## config.mk

```make
export PLATFORM = sky130hd
export DESIGN_NAME = instr_framer
export DESIGN_NICKNAME = d
export VERILOG_FILES = /design/src/rtl/ifr_pkg.sv /design/src/rtl/ifr_mode_lut.sv /design/src/rtl/ifr_byte_merge.sv /design/src/rtl/instr_framer.sv
export SDC_FILE = /design/constraint.sdc
export NUM_CORES = 1
export LEC_CHECK = 0
export ABC_CLOCK_PERIOD_IN_PS = 2400
export BUFFER_PORTS_ARGS = -buffer_cell sky130_fd_sc_hd__buf_2
export CAP_MARGIN = 20
export CORE_AREA = 2 2 116 62
export DETAILED_ROUTE_END_ITERATION = 16
export DIE_AREA = 0 0 118 64
export GPL_TIMING_DRIVEN = 1
export PLACE_DENSITY = 0.78
export SYNTH_ARGS = -nofsm -noshare
export SYNTH_HDL_FRONTEND = slang
export SYNTH_SLANG_ARGS = --single-unit
```

## constraint.sdc

```tcl
create_clock -name clk -period 2.4 [get_ports clk]
set_clock_uncertainty 0.05 [all_clocks]
set_input_delay 0.12 -clock clk [delete_from_list [all_inputs] [get_ports clk]]
set_output_delay 0.12 -clock clk [all_outputs]
set_load 0.005 [all_outputs]
```

## src/rtl/ifr_pkg.sv

```systemverilog
package ifr_pkg;

    // classification bit set produced by the opcode lookup
    localparam logic [7:0] MB_IMPL  = 8'h00;
    localparam logic [7:0] MB_REL   = 8'h01;
    localparam logic [7:0] MB_IMM   = 8'h02;
    localparam logic [7:0] MB_IND   = 8'h04;
    localparam logic [7:0] MB_ABS   = 8'h08;
    localparam logic [7:0] MB_X     = 8'h10;
    localparam logic [7:0] MB_Y     = 8'h20;
    localparam logic [7:0] MB_UNDEF = 8'hFF;

    typedef enum logic [2:0] {
        CLS_IMPL = 3'd0,
        CLS_REL  = 3'd1,
        CLS_IMM  = 3'd2,
        CLS_IND  = 3'd3,
        CLS_ABS  = 3'd4
    } mode_cls_e;

    typedef enum logic [1:0] {
        ST_OPC  = 2'd0,
        ST_ATTR = 2'd1,
        ST_BODY = 2'd2,
        ST_HOLD = 2'd3
    } fr_state_e;

endpackage

```

## src/rtl/ifr_mode_lut.sv

```systemverilog
module ifr_mode_lut
    import ifr_pkg::*;
(
    input  logic [7:0] opcode_i,
    output logic [7:0] mode_o
);

    logic [3:0] row;
    logic [3:0] col;
    logic       odd;

    assign row = opcode_i[7:4];
    assign col = opcode_i[3:0];
    assign odd = opcode_i[4];

    always_comb begin
        mode_o = MB_UNDEF;
        unique case (col)
            4'h0: begin
                if (row == 4'h8)                       mode_o = MB_UNDEF;
                else if (row == 4'h2)                  mode_o = MB_ABS;
                else if (odd)                          mode_o = MB_REL;
                else if (row >= 4'hA)                  mode_o = MB_IMM;
                else                                   mode_o = MB_IMPL;
            end
            4'h1: mode_o = MB_IND | (odd ? MB_Y : MB_X);
            4'h2: mode_o = (row == 4'hA) ? MB_IMM : MB_UNDEF;
            4'h8: mode_o = MB_IMPL;
            4'h9: begin
                if (odd)                               mode_o = MB_ABS | MB_Y;
                else if (row == 4'h8)                  mode_o = MB_UNDEF;
                else                                   mode_o = MB_IMM;
            end
            4'hA: begin
                if (!odd && row != 4'hC && row != 4'hE && row < 4'h8) mode_o = MB_IMPL;
                else if (row >= 4'h8 && row <= 4'hC)   mode_o = MB_IMPL;
                else if (row == 4'hE)                  mode_o = MB_IMPL;
                else                                   mode_o = MB_UNDEF;
            end
            4'hC: begin
                unique case (row)
                    4'h2, 4'h4, 4'h8,
                    4'hA, 4'hC, 4'hE:                  mode_o = MB_ABS;
                    4'h6:                              mode_o = MB_IND;
                    4'hB:                              mode_o = MB_ABS | MB_X;
                    default:                           mode_o = MB_UNDEF;
                endcase
            end
            4'hD: mode_o = odd ? (MB_ABS | MB_X) : MB_ABS;
            4'hE: begin
                if (!odd)                              mode_o = MB_ABS;
                else if (row == 4'h9)                  mode_o = MB_UNDEF;
                else if (row == 4'hB)                  mode_o = MB_ABS | MB_Y;
                else                                   mode_o = MB_ABS | MB_X;
            end
            default: mode_o = MB_UNDEF;
        endcase
    end

endmodule

```

## src/rtl/ifr_byte_merge.sv

```systemverilog
module ifr_byte_merge #(
    parameter int VAL_W = 32,
    parameter int POS_W = 3
) (
    input  logic [VAL_W-1:0] acc_i,
    input  logic [7:0]       byte_i,
    input  logic [POS_W-1:0] pos_i,
    input  logic             sext_i,
    output logic [VAL_W-1:0] val_o
);

    logic [VAL_W-1:0] placed;
    logic [VAL_W-1:0] low_mask;

    always_comb begin
        placed   = VAL_W'(byte_i) << (8 * 32'(pos_i));
        low_mask = (VAL_W'(1) << (8 * (32'(pos_i) + 1))) - VAL_W'(1);
        val_o    = acc_i | placed;
        if (sext_i && byte_i[7]) begin
            val_o = val_o | ~low_mask;
        end
    end

endmodule

```

## src/rtl/instr_framer.sv

```systemverilog
module instr_framer
    import ifr_pkg::*;
#(
    parameter int VAL_W = 32,
    localparam int MAX_BYTES = VAL_W / 8,
    localparam int CNT_W = $clog2(MAX_BYTES + 1)
) (
    input  logic             clk,
    input  logic             rst,
    input  logic             in_valid,
    input  logic [7:0]       in_data,
    output logic             in_ready,
    output logic             out_valid,
    input  logic             out_ready,
    output logic [7:0]       out_opcode,
    output logic [2:0]       out_mode,
    output logic [1:0]       out_index,
    output logic [CNT_W-1:0] out_size,
    output logic [VAL_W-1:0] out_value,
    output logic             out_invalid
);

    typedef struct packed {
        fr_state_e        st;
        logic [7:0]       opc;
        mode_cls_e        cls;
        logic [1:0]       idx;
        logic [CNT_W-1:0] size;
        logic [CNT_W-1:0] left;
        logic [CNT_W-1:0] pos;
        logic [VAL_W-1:0] val;
        logic             bad;
    } fr_regs_t;

    fr_regs_t         r_q;
    fr_regs_t         r_d;
    logic [7:0]       mode_bits;
    logic [VAL_W-1:0] merged;
    logic             take;
    logic             give;
    logic             sext_now;

    ifr_mode_lut u_lut (
        .opcode_i (in_data),
        .mode_o   (mode_bits)
    );

    assign sext_now = (r_q.cls == CLS_REL) && (r_q.left == CNT_W'(1));

    ifr_byte_merge #(.VAL_W(VAL_W), .POS_W(CNT_W)) u_merge (
        .acc_i  (r_q.val),
        .byte_i (in_data),
        .pos_i  (r_q.pos),
        .sext_i (sext_now),
        .val_o  (merged)
    );

    assign in_ready    = (r_q.st != ST_HOLD);
    assign out_valid   = (r_q.st == ST_HOLD);
    assign take        = in_valid && in_ready;
    assign give        = out_valid && out_ready;
    assign out_opcode  = r_q.opc;
    assign out_mode    = r_q.cls;
    assign out_index   = r_q.idx;
    assign out_size    = r_q.size;
    assign out_value   = r_q.val;
    assign out_invalid = r_q.bad;

    always_comb begin
        r_d = r_q;
        unique case (r_q.st)
            ST_OPC: begin
                if (take) begin
                    r_d.opc  = in_data;
                    r_d.val  = '0;
                    r_d.pos  = '0;
                    r_d.size = '0;
                    r_d.left = '0;
                    r_d.bad  = 1'b0;
                    r_d.idx  = {mode_bits[5], mode_bits[4]};
                    if (mode_bits == MB_UNDEF) begin
                        r_d.bad = 1'b1;
                        r_d.cls = CLS_IMPL;
                        r_d.idx = 2'b00;
                        r_d.st  = ST_HOLD;
                    end else if (mode_bits[0]) begin
                        r_d.cls  = CLS_REL;
                        r_d.size = CNT_W'(2);
                        r_d.left = CNT_W'(2);
                        r_d.st   = ST_BODY;
                    end else if (mode_bits[1]) begin
                        r_d.cls = CLS_IMM;
                        r_d.st  = ST_ATTR;
                    end else if (mode_bits[2]) begin
                        r_d.cls = CLS_IND;
                        r_d.st  = ST_ATTR;
                    end else if (mode_bits[3]) begin
                        r_d.cls = CLS_ABS;
                        r_d.st  = ST_ATTR;
                    end else begin
                        r_d.cls = CLS_IMPL;
                        r_d.st  = ST_HOLD;
                    end
                end
            end
            ST_ATTR: begin
                if (take) begin
                    if (r_q.cls == CLS_IMM) begin
                        unique case (in_data[1:0])
                            2'd0: begin r_d.size = CNT_W'(1); r_d.st = ST_BODY; end
                            2'd1: begin r_d.size = CNT_W'(2); r_d.st = ST_BODY; end
                            2'd2: begin r_d.size = CNT_W'(4); r_d.st = ST_BODY; end
                            default: begin
                                r_d.size = '0;
                                r_d.bad  = 1'b1;
                                r_d.st   = ST_HOLD;
                            end
                        endcase
                        r_d.left = r_d.size;
                    end else begin
                        r_d.val = VAL_W'(in_data);
                        r_d.st  = ST_HOLD;
                    end
                end
            end
            ST_BODY: begin
                if (take) begin
                    r_d.val  = merged;
                    r_d.pos  = r_q.pos + CNT_W'(1);
                    r_d.left = r_q.left - CNT_W'(1);
                    if (r_q.left == CNT_W'(1)) begin
                        r_d.st = ST_HOLD;
                    end
                end
            end
            ST_HOLD: begin
                if (give) begin
                    r_d.st = ST_OPC;
                end
            end
            default: r_d.st = ST_OPC;
        endcase
    end

    always_ff @(posedge clk) begin
        if (rst) begin
            r_q <= '0;
        end else begin
            r_q <= r_d;
        end
    end

    // leaving reset the framer is empty and waiting
    assert_reset_idle_R1: assert property (@(posedge clk)
        $fell(rst) |-> (!out_valid && in_ready));

    // a pending record does not move and blocks input
    assert_hold_stable_R9: assert property (@(posedge clk) disable iff (rst)
        (out_valid && !out_ready) |=> (out_valid && !in_ready
            && $stable(out_opcode) && $stable(out_value) && $stable(out_size)
            && $stable(out_mode) && $stable(out_index) && $stable(out_invalid)));

    // relative offset is two bytes, sign-extended
    assert_rel_sext_R4: assert property (@(posedge clk) disable iff (rst)
        (out_valid && out_mode == CLS_REL) |->
            (out_size == CNT_W'(2) && out_value[VAL_W-1:16] == {(VAL_W-16){out_value[15]}}));

    // a legal immediate reports 1, 2 or 4 bytes
    assert_imm_size_R5: assert property (@(posedge clk) disable iff (rst)
        (out_valid && out_mode == CLS_IMM && !out_invalid) |->
            (out_size == CNT_W'(1) || out_size == CNT_W'(2) || out_size == CNT_W'(4)));

    // an invalid record carries no operand
    assert_bad_empty_R3: assert property (@(posedge clk) disable iff (rst)
        (out_valid && out_invalid) |-> (out_size == '0 && out_value == '0));

    // absolute and indirect hold only the attribute byte
    assert_attr_only_R7: assert property (@(posedge clk) disable iff (rst)
        (out_valid && (out_mode == CLS_ABS || out_mode == CLS_IND)) |->
            (out_size == '0 && out_value[VAL_W-1:8] == '0));

endmodule

```

==> metrics.cfg <==
[power_and_ir_drop]
swShare=0.363
fin_total_pwr_mw=3.61
power_frac_clock=0.349
power.density_mw_per_mm2=917
comb_power_share=0.336
ir_drop_uv=507
p_switching_mw=1.31
seq_power_share=0.315
leakage_nw=1.61
power.internal_mw=2.30

[place]
place.gp.congestion=0.971
place_area_mm2=0.00361
port_buffers=62
dp_hpwl_um=6910
dp_cells=555

[timing]
rsz0062_at_grt=false
fin_crit_ps=2250
hold_violations=0
fmax_mhz=444
worst_pin_slew_ps=654
tns_ps=0
slew-limit-headroom=0.560
setup_viol=0
period_share=0.938
report.final.slew_viol_count=0

[die]
coreArea_mm2=0.00649
die_w_um=118
start_util=0.548
dieArea_mm2=0.00755
fp.dieH_um=64
fp-row-count=21
io_pins=63

[final_layout]
final_common_cell=nand2_1
nNetsFinal=497
drive_above_1_share=0.246
final_cell_mix=nand2_1, buf_2, dfxtp_1
final_cells=571
area_growth_pct=10.8
diodes=0
final_area_mm2=0.00394
utilization=0.607

[routing]
drtPass1Iterations=5
routed_wl_um=9280
viasPerCell=5.74
post_drt_wl_per_cell_um=16.3
drc=0
vias=3275
drt-initial-drc-count=359
ant_nets=0

[synthesis]
yosys_warnings=0
ys_ff_latch=57
synth_fp_nets=480
yosysTopAreaCellShare=0.321
synth_area_leaders=dfxtp_1, buf_4, nand2_1, a21oi_1, ha_1
synth_cells=457
synth_largest_area_cell=dfxtp_1
netlist_area_mm2=0.00356
async_flop_share=0
ys_dominant_reg_cell=dfxtp_1
ys_seq_area_frac=0.321
synth_edf_count=0
synth.avg_cell_area_um2=7.78
synth.distinct_cells=65

[setup_path]
startpoint=r_q[34]$_SDFFE_PP0P_
reg2reg_slack_ps=150
r2r-end=out_value[13]$_SDFFE_PP0P_
worstSetupEndpointType=flop
r2r_cells=7
r2r_start=r_q[34]$_SDFFE_PP0P_
cp_data_arrival_time_ps=2480
cp-start-kind=flop
cp.required_ps=2630
path_max_fanout=7
path_class=flop to flop

[cts]
clkLatencyLatePin_ps=330
cts_tree=built
cts_num_sinks=57
cts_max_path_buffers=2
hold_buffers=0
cts-htree-levels=3
cts_made_buffers=9
cts_root_buf=clkbuf_16
clk_pin_slew_worst_paths_ps=50

[flow_run]
cap_viol_max_count=0

[global_route]
grt_usage=0.263
grt_remaining_overflow=0
grt_antenna_before_repair=0
grt_pass1_wl_um=15600
grt_max_degree=33
grt_pass1_vias=3022

[worst_hold_path]
hp-start=in_data[4]
min_path_type=input pin to flop
hold_depth=3
min_to=out_opcode[4]$_SDFFE_PP0P_

[run_status]
outcome=complete, no violations

-- power by group through the flow --
stage               Clock [mW]  Sequential [mW]  Combinational (mW)
floorplan                    0             1.13               0.927
global placement             0             1.14                1.14
detailed placement           0             1.15                1.17
CTS                       1.29             1.14                1.18
global route              1.35             1.15                1.35
finish                    1.26             1.14                1.21
-- cell type report --
type	instances	area, µm²
fill	597	2550
multi-input combinational	312	1880
sequential	57	1140
timing repair buffer	82	460
clock buffer	9	225
tap	92	115
clock inverter	7	71.3
inverter	12	45.0
-- repair_timing --
action                     CTS  global route
gates resized for setup      0             7
setup endpoints to repair    0            15
setup buffers                0             0
-- layer usage --
| metal | vias to the layer above | part of all wire | global-route usage |
|---|---|---|---|
| met5 | - | 0 | 0 |
| met4 | 0 | 0.010 | 0.0678 |
| met3 | 16 | 0.097 | 0.101 |
| met2 | 145 | 0.39 | 0.352 |
| met1 | 1534 | 0.50 | 0.388 |
| li1 | 1580 | - | - |
-- state kept, by name, indices dropped and copies added (netlist names) --
register and count:
out_invalid 1, out_value 32, out_size 3, out_index 2, out_opcode 8, r_q 8
out_mode 3
-- per-stage QoR --
stage          setup slack (ps)  hold slack [ps]
2_1_floorplan               330              258
3_5_place_dp               57.2              389
3_3_place_gp                251              383
5_1_grt                    28.2              107
4_1_cts                    44.8             67.1
6_report                    148             82.3
-- worst max-delay path by stage --
| stage | to | slack [ps] | cells after the start |
|---|---|---|---|
| 2_1_floorplan | out_value[31]$_SDFFE_PP0P_ | 330 | 8 |
| 3_3_place_gp | out_value[12]$_SDFFE_PP0P_ | 250 | 8 |
| 3_5_place_dp | out_value[10]$_SDFFE_PP0P_ | 60 | 8 |
| 4_1_cts | out_value[10]$_SDFFE_PP0P_ | 40 | 8 |
| 5_1_grt | out_value[13]$_SDFFE_PP0P_ | 30 | 8 |
| 6_report | out_value[13]$_SDFFE_PP0P_ | 150 | 7 |
-- kinds of logic (layout without fill, tap and decap cells) --
group / Yosys count / count (layout) / synth area share
mux: 3 / 3 / 0.00880
compound gates: 136 / 136 / 0.238
buf+inv: 88 / 110 / 0.159
simple gates: 159 / 159 / 0.227
fa+ha+maj: 11 / 11 / 0.0387
xor+xnor: 3 / 3 / 0.00739
flops: 57 / 57 / 0.321
-- Yosys cell counts, drive strengths merged, types with 2 or more instances --
| cell type | instances |
|---|---|
| nor2b | 9 |
| and2 | 4 |
| o21a | 17 |
| o2111ai | 3 |
| o21bai | 2 |
| o21ai | 29 |
| mux2i | 2 |
| o2bb2ai | 2 |
| nand4 | 4 |
| clkbuf | 18 |
| nor4 | 5 |
| a21o | 2 |
| a311oi | 2 |
| a32o | 2 |
| nor4b | 2 |
| nor3 | 9 |
| nand3 | 5 |
| or3 | 2 |
| a22oi | 3 |
| nor2 | 22 |
| nor3b | 3 |
| a211oi | 2 |
| buf | 57 |
| o211ai | 2 |
| inv | 12 |
| dfxtp | 57 |
| and3 | 2 |
| nand2 | 73 |
| a32oi | 2 |
| a21oi | 54 |
| xnor2 | 2 |
| nand3b | 3 |
| nand2b | 6 |
| and3b | 2 |
| o311ai | 2 |
| a31oi | 4 |
| ha | 11 |
-- critical path, stage by stage (launching register included) --
cell and delay, ps:
dfxtp_1 450, inv_1 170, ha_1 370, or2_2 320, ha_1 220, nand2b_2 270
a21oi_1 210, o21a_1 120
Note: power is estimated with default switching activity, not from simulation.
